--- src/rtl/pid_tlb.sv ---
module pid_tlb #(
  parameter int LA_W    = 16,
  parameter int PAGE_W  = 3,
  parameter int FRAME_W = 4,
  parameter int PID_W   = 4,
  parameter int ENTRIES = 4,
  parameter int TBASE_W = 12
) (
  input  logic                              clk,
  input  logic                              rst_n,
  input  logic                              req_valid,
  input  logic [LA_W-1:0]                   req_laddr,
  output logic                              busy,
  output logic                              rsp_valid,
  output logic                              rsp_hit,
  output logic [FRAME_W+LA_W-PAGE_W-1:0]    rsp_paddr,
  input  logic                              base_we,
  input  logic [TBASE_W-1:0]                base_wdata,
  input  logic                              pid_we,
  input  logic [PID_W-1:0]                  pid_wdata,
  input  logic                              flush,
  output logic                              mem_req,
  output logic [TBASE_W-1:0]                mem_addr,
  input  logic                              mem_rvalid,
  input  logic [FRAME_W-1:0]                mem_rdata
);
  localparam int OFF_W = LA_W - PAGE_W;
  localparam int IDX_W = (ENTRIES > 1) ? $clog2(ENTRIES) : 1;

  logic [ENTRIES-1:0] ent_v;
  logic [PAGE_W-1:0]  ent_pg  [ENTRIES];
  logic [FRAME_W-1:0] ent_fr  [ENTRIES];
  logic [PID_W-1:0]   ent_pid [ENTRIES];

  logic [TBASE_W-1:0] base_q;
  logic [PID_W-1:0]   pid_q;
  logic               walking;
  logic [PAGE_W-1:0]  lat_pg;
  logic [OFF_W-1:0]   lat_off;
  logic [PID_W-1:0]   lat_pid;
  logic [IDX_W-1:0]   rr_q;

  logic [PAGE_W-1:0]  req_pg;
  logic [OFF_W-1:0]   req_off;
  logic [ENTRIES-1:0] match;
  logic [IDX_W-1:0]   hit_idx, free_idx, slot;
  logic               any_free, accept, hit, fill, install;

  assign req_pg  = req_laddr[LA_W-1:OFF_W];
  assign req_off = req_laddr[OFF_W-1:0];
  assign busy    = walking;
  assign accept  = req_valid && !walking;
  assign hit     = (|match) && !flush;
  assign fill    = walking && mem_rvalid;
  assign install = fill && !flush;
  assign slot    = any_free ? free_idx : rr_q;

  for (genvar i = 0; i < ENTRIES; i++) begin : g_cmp
    assign match[i] = ent_v[i] && (ent_pg[i] == req_pg) && (ent_pid[i] == pid_q);
  end

  always_comb begin
    hit_idx  = '0;
    free_idx = '0;
    any_free = 1'b0;
    for (int i = ENTRIES - 1; i >= 0; i--) begin
      if (match[i]) hit_idx = IDX_W'(i);
      if (!ent_v[i]) begin
        free_idx = IDX_W'(i);
        any_free = 1'b1;
      end
    end
  end

  always_ff @(posedge clk) begin
    if (!rst_n) begin
      base_q <= '0;
      pid_q  <= '0;
    end else begin
      if (base_we) base_q <= base_wdata;
      if (pid_we)  pid_q  <= pid_wdata;
    end
  end

  always_ff @(posedge clk) begin
    if (!rst_n) begin
      walking   <= 1'b0;
      mem_req   <= 1'b0;
      mem_addr  <= '0;
      rsp_valid <= 1'b0;
      rsp_hit   <= 1'b0;
      rsp_paddr <= '0;
      lat_pg    <= '0;
      lat_off   <= '0;
      lat_pid   <= '0;
    end else begin
      mem_req   <= 1'b0;
      rsp_valid <= 1'b0;
      if (accept) begin
        if (hit) begin
          rsp_valid <= 1'b1;
          rsp_hit   <= 1'b1;
          rsp_paddr <= {ent_fr[hit_idx], req_off};
        end else begin
          walking  <= 1'b1;
          mem_req  <= 1'b1;
          mem_addr <= base_q + TBASE_W'(req_pg);
          lat_pg   <= req_pg;
          lat_off  <= req_off;
          lat_pid  <= pid_q;
        end
      end else if (fill) begin
        walking   <= 1'b0;
        rsp_valid <= 1'b1;
        rsp_hit   <= 1'b0;
        rsp_paddr <= {mem_rdata, lat_off};
      end
    end
  end

  always_ff @(posedge clk) begin
    if (!rst_n) begin
      ent_v <= '0;
      rr_q  <= '0;
    end else begin
      if (install) begin
        ent_v[slot] <= 1'b1;
        if (!any_free) rr_q <= (rr_q == IDX_W'(ENTRIES - 1)) ? '0 : rr_q + 1'b1;
      end
      if (flush) ent_v <= '0;
    end
  end

  always_ff @(posedge clk) begin
    if (install) begin
      ent_pg[slot]  <= lat_pg;
      ent_fr[slot]  <= mem_rdata;
      ent_pid[slot] <= lat_pid;
    end
  end

  AST_HIT_ANSWERS: assert property (@(posedge clk) disable iff (!rst_n)
    (accept && hit) |=> (rsp_valid && rsp_hit && !mem_req));
  AST_MISS_WALKS: assert property (@(posedge clk) disable iff (!rst_n)
    (accept && !hit) |=> (mem_req && busy && !rsp_valid));
  AST_REQ_PULSE: assert property (@(posedge clk) disable iff (!rst_n)
    mem_req |=> !mem_req);
  AST_FILL_ANSWERS: assert property (@(posedge clk) disable iff (!rst_n)
    fill |=> (rsp_valid && !rsp_hit && !busy));
  AST_BUSY_IGNORES: assert property (@(posedge clk) disable iff (!rst_n)
    (busy && !mem_rvalid) |=> (!rsp_valid && !mem_req));
  AST_NO_ALIAS: assert property (@(posedge clk) disable iff (!rst_n)
    $onehot0(match));
  AST_FLUSH_CLEARS: assert property (@(posedge clk) disable iff (!rst_n)
    flush |=> (ent_v == '0));
  AST_FLUSH_FILL: assert property (@(posedge clk) disable iff (!rst_n)
    (fill && flush) |=> (rsp_valid && ent_v == '0));
endmodule

--- config.mk ---
export PLATFORM = sky130hd
export DESIGN_NAME = pid_tlb
export DESIGN_NICKNAME = d
export VERILOG_FILES = /design/src/rtl/pid_tlb.sv
export SDC_FILE = /design/constraint.sdc
export NUM_CORES = 1
export LEC_CHECK = 0
export CORE_MARGIN = 2
export CORE_UTILIZATION = 45
export DETAILED_ROUTE_END_ITERATION = 8
export HOLD_SLACK_MARGIN = 0.03
export PLACE_DENSITY = 0.68
export SLEW_MARGIN = 5
export SYNTH_ARGS = -nofsm -noshare
export SYNTH_HDL_FRONTEND = slang
export SYNTH_SLANG_ARGS = --single-unit
--- constraint.sdc ---
create_clock -name clk -period 3.3 [get_ports clk]
set_input_delay 0.66 -clock clk [delete_from_list [all_inputs] [get_ports clk]]
set_output_delay 0.66 -clock clk [all_outputs]
set_load 0.05 [all_outputs]
Word-level counts from Yosys, hierarchy flattened
Memory sizes are Yosys's and may differ from the RTL's.
Index checks and enable logic that the tools add are counted.
{"block": "word_totals", "regBits": 75, "mem_bits_rw": 44, "out_inout_bits": 33, "word_cells": 88, "memories": 3}
{"block": "op_classes", "add_sub_neg": 2, "magnitude_cmp": 2, "n_eq_ne": 11, "n_mux": 30, "bitwise_logic": 4, "n_reduce_logical": 23}
{"name": "ent_fr", "depth": 4, "word_bits": 4, "rd": 1, "rd_ports_with_merged_regs": 0, "wr": 1, "line_no": "32", "rtl": "logic [FRAME_W-1:0] ent_fr [ENTRIES];"}
{"name": "ent_pid", "depth": 4, "word_bits": 4, "rd": 4, "rd_ports_with_merged_regs": 0, "wr": 1, "line_no": "33", "rtl": "logic [PID_W-1:0] ent_pid [ENTRIES];"}
{"name": "ent_pg", "depth": 4, "word_bits": 3, "rd": 4, "rd_ports_with_merged_regs": 0, "wr": 1, "line_no": "31", "rtl": "logic [PAGE_W-1:0] ent_pg [ENTRIES];"}
{"cell": "$mux 17", "count": 3}
{"cell": "$mux 2", "count": 10}
{"cell": "$eq 4x4->1", "count": 4}
{"cell": "$mux 1", "count": 16}
{"cell": "$logic_and 1x1->1", "count": 13}
{"cell": "$add 12x3->12", "count": 1}
{"cell": "$eq 3x3->1", "count": 4}
{"cell": "$reduce_and 2->1", "count": 5}
{"cell": "$or 4x4->4", "count": 1}
{"cell": "$reduce_or 4->1", "count": 1}
{"cell": "$lt 2x3->1 const B", "count": 1}
{"cell": "$not 1->1", "count": 3}
{"cell": "$add 2x1->2 const B", "count": 1}
{"cell": "$demux 1 s2", "count": 1}
{"cell": "$eq 2x2->1 const B", "count": 1}
{"cell": "$ge 2x1->1 const B", "count": 1}
{"cell": "$logic_not 1->1", "count": 2}
{"cell": "$ne 2x1->1 const B", "count": 1}
{"cell": "$ne 2x2->1 const B", "count": 1}
{"cell": "$reduce_bool 2->1", "count": 1}
{"cell": "$reduce_or 2->1", "count": 1}

Depth between registers and ports, before layout
Gate-level depths: netlist (run 1).
{"block": "depth", "depth_word": 10, "mapped_depth": 10}

Least setup slack after synthesis (run 1)
No wires, ideal clock.
{"block": "synth_path", "path_kind": "input -> register", "start": "in req_laddr[13]", "end": "reg mem_addr[2]", "setup_ns": 0.146, "arrival_ns": 2.335, "required_time_ns": 3.154, "setup_slack_ns": 0.819, "cell_stages": 10, "cell_sequence": "buf_6 > xor2_1 > nor4_4 > nand4_4 > a41o_1 > and2_1 > buf_2 > buf_2 > nor2_1 > a211oi_2"}
{"block": "synth_between", "elab_chain_cells": 7}
{"item": "start: declaration", "line_no": "12", "rtl": "input logic [LA_W-1:0] req_laddr,"}
{"item": "parallel branches: the longest is 7 deep, another holds $add 12x3->12"}
{"item": "end signal: assignment", "line_no": "107", "rtl": "mem_addr <= base_q + TBASE_W'(req_pg);"}
{"item": "end: declaration", "line_no": "23", "rtl": "output logic [TBASE_W-1:0] mem_addr,"}
Several ways; the timed one is not identified.
A chain may end at the register's enable or synchronous reset.

Final worst setup path (run 1)
{"block": "layout_path", "start": "in req_laddr[13]", "end": "reg rsp_paddr[9]"}
{"block": "layout_between", "elab_chain_cells": 7}
{"item": "$eq 3x3->1", "line_no": "59", "rtl": "assign match[i] = ent_v[i] && (ent_pg[i] == req_pg) && (ent_pid[i] == pid_q);"}
{"item": "$logic_and 1x1->1 (2 in a row)", "line_no": "59"}
{"item": "$reduce_or 4->1 *", "line_no": "53", "rtl": "assign hit = (|match) && !flush;"}
{"item": "$logic_and 1x1->1 *", "line_no": "53"}
{"item": "$ne 2x1->1 (no line) *"}
{"item": "$reduce_and 2->1 (no line) *"}
{"item": "end signal: assignment", "line_no": "103", "rtl": "rsp_paddr <= {ent_fr[hit_idx], req_off};"}
{"item": "end signal: assignment", "line_no": "116", "rtl": "rsp_paddr <= {mem_rdata, lat_off};"}
{"item": "end: declaration", "line_no": "16", "rtl": "output logic [FRAME_W+LA_W-PAGE_W-1:0] rsp_paddr,"}
Mark *: on every way between the ends. The rest lies on a longest branch, timed or not.

==> metrics.log, run 1 <==
[metrics] synth warn: 0
[metrics] total wire length after detailed routing: 10900 um
[metrics] Post-Synth XOR/XNOR Area: 0.0659
[metrics] number of non-filler instances in the completed layout: 705
[metrics] Min-Delay Path Depth: 2
[metrics] DP Area: 5990 um2
[metrics] Register-to-Register Setup Slack: 0.98 ns
[metrics] number of synthesized flops with an enable pin: 44
[metrics] RSZ-0062 raised after global routing: no
[metrics] Critical Path AT: 3.12 ns
[metrics] violation count after the first detailed-route iteration: 168
[metrics] antenna violations before repair: 0
[metrics] TritonCTS clock tree: yes
[metrics] Distinct cells, synth: 43
[metrics] number of search-and-repair iterations in the first detailed-routing pass: 4
[metrics] global-route wire length before repair: 18000 um
[metrics] multiplexer share of the synthesized area: 0.0357
[metrics] summed area of non-filler cells in the final layout: 6550 um2
[metrics] cell-by-cell trace of the critical path: clkdlybuf4s50_1, xor2_1, nor4_1, nand4_1, a41o_1, o21ai_4, buf_12, nor2_1, a311oi_2
[metrics] maximum cell stage delay along the critical path: 0.57 ns
[metrics] class of the most critical hold timing path: flop to flop
[metrics] depth of the worst register-to-register path: 8
[metrics] Least-Margin Pin Slew: 0.821 ns
[metrics] final hold violations: 0
[metrics] total placed cells including tap cells: 673
[metrics] starting density of the core: 0.464
[metrics] Floorplan Core Area: 10900 um2
[metrics] final critical-path setup slack: 0.602 ns
[metrics] most frequent standard cell in the layout excluding fill and tap cells: nand2_1
[metrics] Crit. End Element: flop
[metrics] overall die width: 110 um
[metrics] placement row count: 38
[metrics] Sink Count: 119
[metrics] worst reg2reg endpoint: rsp_paddr[9]
[metrics] Crit path depth: 9
[metrics] share of synthesized cell area in and, or, nand and nor gates: 0.158
[metrics] number of vias in the routed layout: 3642
[metrics] clk_lat worst skew: 0.51 ns
[metrics] worst slack on hold paths: 0.457 ns
[metrics] number of flip-flops and latches in the synthesized netlist: 119
[metrics] destination of the worst hold path: lat_off[8]
[metrics] total I/O pin count: 76
[metrics] CTS Hold Bufs: 0
[metrics] number of buffer and inverter instances along the worst setup path: 2
[metrics] setup violation total in the final timing report: 0
[metrics] maximum number of pins on one net before global-route repair: 45
[metrics] FF-to-FF Start: pid_q[2]
[metrics] vias in the first global route: 3710
[metrics] Post-Syn Nets: 518
[metrics] Routed wire per std cell: 15.4 um
[metrics] classification of the worst setup path: input port to flop
[metrics] area enclosed by the die boundary: 12100 um2
[metrics] HPWL Detailed: 7290 um
[metrics] adder-cell share of the synthesized area: 0.0139
[metrics] Synth Area in Compound Gates: 0.132
[metrics] Seq/Total Area, Yosys: 0.559
[metrics] cell chosen for the clock root: clkbuf_8
[metrics] PortBufs: 75
[metrics] Critical-path top delay cell: clkdlybuf4s50_1
[metrics] largest fanout on the critical path: 29
[metrics] Post-Synthesis Cells: 470
[metrics] Overall Global Routing Usage: 0.195
[metrics] leakage power: 2.37 nW
[metrics] DR DRC count: 0
[metrics] maximum buffer depth of the clock tree: 2
[metrics] final cell utilization of the core: 0.601
[metrics] post-synthesis average cell area: 10.7 um2
[metrics] data required time at the worst endpoint: 3.72 ns
[metrics] top flip-flop cell by instance count after synthesis: dfxtp_1
[metrics] diode insertion count for antenna repair: 0
[metrics] post-synthesis to final-layout area growth: 29.7%
[metrics] maximum clock skew at final layout: 0.0112 ns
[metrics] H-Tree Level Count: 4
[metrics] total of max-cap violations: 0
[metrics] setup slack at placement: 0.124 ns
[metrics] number of buffers created by CTS: 17
[metrics] IR drop worst, VDD: 0.296 mV
[metrics] start point of the worst hold path: lat_off[8]
[metrics] Total Neg Setup Slack: 0 ns
[metrics] Power Total: 3.72 mW
[metrics] Final Max Tran Viols: 0
[metrics] achievable frequency: 0.371 GHz
[metrics] share of synthesized flip-flops with an asynchronous set or reset: 0
[metrics] fill count: 909
[metrics] routed vias/inst: 5.17
[metrics] largest delay contributor family on the critical path: buffers and inverters
[metrics] die height: 110 um
[metrics] share of cells above drive strength 1: 0.149
[metrics] Post CTS Setup Buffer Count: 0
[metrics] clock input transition at the sequential cells of the worst setup and hold paths: 0.05 ns
[metrics] number of nets still failing antenna checks after routing: 0
[metrics] result of the run: complete, no violations
[metrics] Final Net Count: 600
[metrics] critical path startpoint category: input port
[metrics] synthesized cell area: 5050 um2
[metrics] Max-slew headroom: 0.452
[metrics] Power per Cell Area: 569 nW/um2
[metrics] main combinational cell family by area after synthesis: simple AND/OR/NAND/NOR gates
[metrics] post-route minimum period: 2.70 ns
[metrics] quantity of gates resized following cts: 0
[metrics] Period Utilization, post-route: 0.817
[metrics] remaining global-route overflow: 0
[metrics] final RePlAce weighted congestion: 0.780
[metrics] leading cell types in the layout, fill and taps excluded: 81 x nand2_1, 75 x dfxtp_1, 75 x clkdlybuf4s50_1
==> area by class of cell <==
type / instances / area [um2] / share of cell area
Clock buffer: 25 / 518 / 0.0791
Clock inverter: 7 / 36.3 / 0.00554
Inverter: 2 / 7.51 / 0.00115
Multi-Input combinational cell: 319 / 2050 / 0.313
Sequential cell: 119 / 2820 / 0.431
Tap cell: 140 / 175 / 0.0268
Timing Repair Buffer: 93 / 936 / 0.143
==> flip-flops by register name, indices dropped and copies added (netlist names), 3 cells and up <==
signal / count
base_q: 12
ent_fr: 16
ent_pg: 12
ent_pid: 16
ent_v: 4
lat_off: 13
lat_pg: 3
lat_pid: 4
mem_addr: 12
pid_q: 4
rsp_paddr: 17
==> Yosys cell counts, drive strengths merged (11+ instances only) <==
| cell type | count | share of area |
|---|---|---|
| a21oi | 29 | 0.029 |
| buf | 18 | 0.024 |
| a311oi | 13 | 0.039 |
| clkbuf | 12 | 0.0089 |
| a211oi | 11 | 0.025 |
| dfxtp | 75 | 0.30 |
| o21ai | 14 | 0.016 |
| xor2 | 27 | 0.047 |
| nor2 | 60 | 0.050 |
| mux2i | 18 | 0.036 |
| edfxtp | 44 | 0.26 |
| nand2 | 81 | 0.060 |
| xnor2 | 11 | 0.019 |
==> power breakdown <==
group / switching, mW / leakage, nW / internal, mW
clock: 0.611 / 0.281 / 1.07
combinational: 0.249 / 1.10 / 0.177
sequential: 0.0412 / 0.994 / 1.58
==> kinds of logic (layout without fill, tap and decap cells) <==
| kind of cell | Yosys count | in the layout |
|---|---|---|
| and+or+nand+nor | 175 | 175 |
| buffers and inverters | 32 | 127 |
| muxes | 18 | 18 |
| AOI/OAI and AO/OA | 83 | 83 |
| xor gates and xnor gates | 38 | 38 |
| DFF | 119 | 119 |
| adders and majority gates | 5 | 5 |
==> routing by layer <==
metal | vias to the layer above | GRT usage | routed length (um)
met1 | 1715 | 0.242 | 4690
met5 | - | 0 | 0
met2 | 106 | 0.320 | 5330
li1 | 1805 | - | -
met3 | 16 | 0.0557 | 713
met4 | 0 | 0.0723 | 158
==> worst max path at each step <==
stage / slack [ns] / end / start
2_1_floorplan: 0.82 / mem_addr[2] / req_laddr[13]
6_report: 0.60 / rsp_paddr[9] / req_laddr[13]
3_5_place_dp: 0.12 / rsp_paddr[9] / req_laddr[13]
3_3_place_gp: 0.17 / mem_addr[10] / req_laddr[13]
4_1_cts: 0.63 / rsp_paddr[9] / req_laddr[13]
5_1_grt: 0.48 / rsp_paddr[15] / req_laddr[13]
==> worst reg2reg max path, stage by stage, from the launching register on <==
cell and delay, ns:
dfxtp_1 0.47, xor2_1 0.12, nor4_1 0.40, nand4_1 0.19
a41o_1 0.34, o21ai_4 0.16, buf_12 0.23, nor2_1 0.10
a311oi_2 0.23
Power figures use the tool's default switching activity.
==> run 2: changes to the inputs <==
Settings changed: PLACE_DENSITY 0.68 to 0.71.
Clock period 3.3 ns to 2.23 ns, I/O delays scaled along.
==> metrics.log, run 2 (same netlist as run 1, synthesis figures left out) <==
[metrics] antenna violations before repair: 0
[metrics] clk_lat worst skew: 0.51 ns
[metrics] Sink Count: 119
[metrics] leading cell types in the layout, fill and taps excluded: 81 x nand2_1, 72 x clkdlybuf4s50_1, 71 x dfxtp_1
[metrics] data required time at the worst endpoint: 2.62 ns
[metrics] Power Total: 5.76 mW
[metrics] post-synthesis to final-layout area growth: 39.3%
[metrics] worst reg2reg endpoint: rsp_paddr[2]
[metrics] share of cells above drive strength 1: 0.242
[metrics] CTS Hold Bufs: 0
[metrics] diode insertion count for antenna repair: 0
[metrics] maximum number of pins on one net before global-route repair: 45
[metrics] Max-slew headroom: 0.628
[metrics] fill count: 860
[metrics] placement row count: 38
[metrics] largest delay contributor family on the critical path: simple AND/OR/NAND/NOR gates
[metrics] sequential cell area in the final layout: 2830 um2
[metrics] classification of the worst setup path: flop to flop
[metrics] Largest register FFs: 17
[metrics] final hold violations: 0
[metrics] FF-to-FF Start: ent_pg[1][1]
[metrics] H-Tree Level Count: 4
[metrics] setup slack at placement: -0.804 ns
[metrics] clock input transition at the sequential cells of the worst setup and hold paths: 0.06 ns
[metrics] Period Utilization, post-route: 1.01
[metrics] largest fanout on the critical path: 7
[metrics] cell-by-cell trace of the critical path: xor2_1, nor4_2, nand4_1, a41o_4, o21ai_4, buf_12, clkbuf_16, buf_4, a311oi_2
[metrics] number of search-and-repair iterations in the first detailed-routing pass: 6
[metrics] die height: 110 um
[metrics] most frequent standard cell in the layout excluding fill and tap cells: nand2_1
[metrics] class of the most critical hold timing path: flop to flop
[metrics] number of vias in the routed layout: 3889
[metrics] PortBufs: 75
[metrics] total wire length after detailed routing: 11600 um
[metrics] routed vias/inst: 5.23
[metrics] achievable frequency: 0.442 GHz
[metrics] failing checks: negative setup slack
[metrics] Crit. End Element: flop
[metrics] Critical Path AT: 2.65 ns
[metrics] DP Area: 6210 um2
[metrics] Power per Cell Area: 819 nW/um2
[metrics] remaining global-route overflow: 0
[metrics] IR drop worst, VDD: 0.472 mV
[metrics] Overall Global Routing Usage: 0.202
[metrics] Critical-path top delay cell: edfxtp_1
[metrics] number of buffer and inverter instances along the worst setup path: 3
[metrics] number of buffers created by CTS: 17
[metrics] total I/O pin count: 76
[metrics] Routed wire per std cell: 15.6 um
[metrics] global-route wire length before repair: 18700 um
[metrics] setup violation total in the final timing report: 13
[metrics] cell chosen for the clock root: clkbuf_8
[metrics] summed area of non-filler cells in the final layout: 7030 um2
[metrics] overall die width: 110 um
[metrics] Multi-input gate area: 2140 um2
[metrics] Min-Delay Path Depth: 2
[metrics] Floorplan Core Area: 10900 um2
[metrics] vias in the first global route: 4001
[metrics] maximum cell stage delay along the critical path: 0.39 ns
[metrics] violation count after the first detailed-route iteration: 194
[metrics] final critical-path setup slack: -0.0303 ns
[metrics] number of nets still failing antenna checks after routing: 0
[metrics] start point of the worst hold path: lat_off[4]
[metrics] final RePlAce weighted congestion: 0.787
[metrics] post-route minimum period: 2.26 ns
[metrics] TritonCTS clock tree: yes
[metrics] Least-Margin Pin Slew: 0.553 ns
[metrics] destination of the worst hold path: lat_off[4]
[metrics] starting density of the core: 0.464
[metrics] Final Net Count: 639
[metrics] RSZ-0062 raised after global routing: yes
[metrics] maximum clock skew at final layout: 0.00627 ns
[metrics] total of max-cap violations: 0
[metrics] area enclosed by the die boundary: 12100 um2
[metrics] worst slack on hold paths: 0.455 ns
[metrics] HPWL Detailed: 7690 um
[metrics] depth of the worst register-to-register path: 9
[metrics] Final Max Tran Viols: 0
[metrics] largest reg by FF count: rsp_paddr
[metrics] Register-to-Register Setup Slack: -0.03 ns
[metrics] leakage power: 2.63 nW
[metrics] critical path startpoint category: flop
[metrics] maximum buffer depth of the clock tree: 2
[metrics] DR DRC count: 0
[metrics] result of the run: complete, but fails checks
[metrics] biggest regs: rsp_paddr x17, ent_fr x16, ent_pid x16
-- run 2: worst reg2reg max path: cells and delay by family (launching register included) --
family | cells | cell delay (ns)
AO/OA/AOI/OAI | 3 | 0.56
XOR/XNOR | 1 | 0.17
buffers and inverters | 3 | 0.41
flip-flops | 1 | 0.39
AND/OR/NAND/NOR | 2 | 0.62
-- run 2: timing repair --
item | in CTS | in global routing
cloned | 0 | 2
setup endpoints to repair | 53 | 50
setup buffers | 0 | 12
gates resized for setup | 6 | 17
pin swaps | 0 | 21
-- run 2: where the power goes --
part           switching (mW)  total [mW]  internal (mW)
sequential             0.0663        2.40           2.33
clock                   0.924        2.66           1.74
combinational           0.391       0.702          0.311
total                    1.38        5.76           4.38
-- run 2: layer usage --
layer  GRT usage  wire (um)  up-vias  share of wire
met1       0.247       4970     1873           0.43
met2       0.338       5750      110           0.50
met4      0.0832        198        0          0.017
met3      0.0492        681       23          0.059
li1            -          -     1883              -
met5           0          0        -              0
-- run 2: worst max path at each step --
stage / startpoint / to / slack [ns] / cells past startpoint
after global routing: ent_pg[1][1] / rsp_paddr[8] / -0.11 / 9
after CTS: req_laddr[15] / rsp_paddr[0] / 0.004 / 9
after global placement: req_laddr[13] / rsp_paddr[3] / -0.76 / 9
final: ent_pg[1][1] / rsp_paddr[2] / -0.03 / 9
after detailed placement: req_laddr[13] / rsp_paddr[8] / -0.80 / 9
after floorplan: busy / ent_fr[2][0] / -0.10 / 3
-- run 2: area by class of cell --
cell class,instances,share of cell area
well taps,140,0.0249
clock buffers,24,0.0699
repair buffers,132,0.185
flip-flops and latches,119,0.402
multi-input cells,319,0.304
inverters,2,0.00107
clock inverters,8,0.0130
-- run 2: stage by stage --
step	cells	util	TNS, ns
finish	744	0.646	-0.185
floorplan	470	-	-2.31
CTS	730	0.626	0
global route	744	0.646	-1.37
detailed placement	698	0.571	-37.65
global placement	698	0.571	-37.01
==> run 3: changes to the inputs <==
Settings changed: CTS_CLUSTER_DIAMETER set to 30, DONT_BUFFER_PORTS set to 1, PLACE_DENSITY 0.71 to unset.
==> metrics.log, run 3 (same netlist as run 1, synthesis figures left out) <==
[metrics] result of the run: complete, but fails checks
[metrics] failing checks: negative setup slack
[metrics] largest reg by FF count: rsp_paddr
[metrics] met1 usage: 0.237
[metrics] classification of the worst setup path: flop to flop
[metrics] achievable frequency: 0.444 GHz
[metrics] CP startpoint: ent_pid[3][3]
[metrics] worst slack on hold paths: 0.0607 ns
[metrics] Final Max Tran Viols: 0
[metrics] Final Net Count: 555
[metrics] FF-to-FF Start: ent_pid[3][3]
[metrics] violation count after the first detailed-route iteration: 162
[metrics] placement row count: 38
[metrics] met2 global-route usage: 0.317
[metrics] critical path startpoint category: flop
[metrics] Routed wire per std cell: 16.7 um
[metrics] PortBufs: 0
[metrics] setup slack at placement: -0.107 ns
[metrics] Largest register FFs: 17
[metrics] maximum number of pins on one net before global-route repair: 68
[metrics] Floorplan Core Area: 10900 um2
[metrics] TritonCTS clock tree: yes
[metrics] clock input transition at the sequential cells of the worst setup and hold paths: 0.05 ns
[metrics] routing usage on met3: 0.0800
[metrics] share of cells above drive strength 1: 0.244
[metrics] post-route minimum period: 2.25 ns
[metrics] Period Utilization, post-route: 1.01
[metrics] die height: 110 um
[metrics] RSZ-0062 raised after global routing: yes
[metrics] Critical Path End: rsp_paddr[8]
[metrics] Register-to-Register Setup Slack: -0.02 ns
[metrics] Least-Margin Pin Slew: 0.585 ns
[metrics] leakage power: 2.27 nW
[metrics] Sink Count: 119
[metrics] number of vias in the routed layout: 3465
[metrics] total I/O pin count: 76
[metrics] post-synthesis to final-layout area growth: 22.6%
[metrics] sequential cell area in the final layout: 2820 um2
[metrics] Overall Global Routing Usage: 0.197
[metrics] H-Tree Level Count: 4
[metrics] number of search-and-repair iterations in the first detailed-routing pass: 6
[metrics] leading cell types in the layout, fill and taps excluded: 81 x nand2_1, 74 x dfxtp_1, 44 x edfxtp_1
[metrics] final hold violations: 0
[metrics] area enclosed by the die boundary: 12100 um2
[metrics] biggest regs: rsp_paddr x17, ent_fr x16, ent_pid x16
[metrics] maximum buffer depth of the clock tree: 2
[metrics] cell chosen for the clock root: clkbuf_8
[metrics] Power per Cell Area: 908 nW/um2
[metrics] DR DRC count: 0
[metrics] Critical Path AT: 2.68 ns
[metrics] layer carrying the most global-route usage: met2
[metrics] maximum clock skew at final layout: 0.0105 ns
[metrics] Crit. End Element: flop
[metrics] HPWL Detailed: 7480 um
[metrics] vias in the first global route: 3560
[metrics] antenna violations before repair: 0
[metrics] diode insertion count for antenna repair: 0
[metrics] routed vias/inst: 5.25
[metrics] clk_lat worst skew: 0.52 ns
[metrics] worst reg2reg endpoint: rsp_paddr[8]
[metrics] total wire length after detailed routing: 11000 um
[metrics] global-route wire length before repair: 17600 um
[metrics] data required time at the worst endpoint: 2.66 ns
[metrics] IR drop worst, VDD: 0.520 mV
[metrics] fill count: 915
[metrics] starting density of the core: 0.464
[metrics] number of nets still failing antenna checks after routing: 0
[metrics] setup violation total in the final timing report: 7
[metrics] Multi-input gate area: 2130 um2
[metrics] number of buffers created by CTS: 17
[metrics] depth of the worst register-to-register path: 8
[metrics] most frequent standard cell in the layout excluding fill and tap cells: nand2_1
[metrics] Max-slew headroom: 0.610
[metrics] final critical-path setup slack: -0.0211 ns
[metrics] largest fanout on the critical path: 14
[metrics] overall die width: 110 um
[metrics] final RePlAce weighted congestion: 0.775
[metrics] total of max-cap violations: 0
[metrics] remaining global-route overflow: 0
[metrics] class of the most critical hold timing path: input port to flop
run 3: cell count changes in the layout (fill, tap and decap cells not counted), moves of 4 or more:
cell	before	now
nor2_2	18	22
buf_4	46	35
dlygate4sd3_1	0	5
clkdlybuf4s50_1	72	0
o21ai_1	4	0
clkinv_1	0	5
run 3: worst max-delay path, stage by stage (launching register included):
cell	delay [ns]
edfxtp_1	0.42
xor2_2	0.17
nor4_2	0.33
nand4_1	0.22
a41o_4	0.29
o21ai_4	0.24
buf_12	0.19
nor2_2	0.05
a311oi_2	0.25
run 3: how the worst min path moves through the flow:
stage / endpoint / cells after the start / from / slack (ns)
2_1_floorplan: lat_off[0] / 2 / lat_off[0] / 0.44
3_3_place_gp: lat_off[9] / 2 / lat_off[9] / 0.44
3_5_place_dp: lat_off[6] / 2 / lat_off[6] / 0.45
4_1_cts: lat_off[6] / 2 / req_laddr[6] / 0.03
5_1_grt: lat_off[9] / 2 / req_laddr[9] / 0.03
6_report: lat_off[1] / 2 / req_laddr[1] / 0.06
run 3: stage by stage:
stage                util  cell area (um2)  instances  TNS [ns]  power, mW
global route        0.568             6190        660     -2.42       5.84
floorplan               -             5070        470     -2.31       2.84
global placement    0.497             5420        615         0       2.93
detailed placement  0.497             5420        615     -1.03       2.94
CTS                 0.555             6040        651         0       5.65
finish              0.568             6190        660   -0.0780       5.62
run 3: what timing repair did:
item | in CTS | in global routing
setup buffers | 0 | 8
pin swaps | 0 | 13
hold endpoints to repair | 16 | 4
gates cloned | 0 | 0
hold buffers | 4 | 1
resized for setup | 1 | 17
endpoints found under the setup margin | 12 | 48
run 3: layer usage:
layer	vias up	wire (um)
met5	-	0
met4	0	140
met3	14	774
met2	87	5310
met1	1654	4790
li1	1710	-
run 3: power by group:
part / internal (mW) / switching [mW] / leakage, nW / total (mW)
Combinational: 0.180 / 0.214 / 0.992 / 0.393
Clock: 1.79 / 0.910 / 0.284 / 2.70
Sequential: 2.33 / 0.194 / 0.995 / 2.53
run 3: cell type report:
cell class              instances  share of cell area
clock inverters                12              0.0255
inverters                       2             0.00121
flip-flops and latches        119               0.456
multi-input cells             319               0.345
well taps                     140              0.0283
clock buffers                  20              0.0688
repair buffers                 48              0.0750
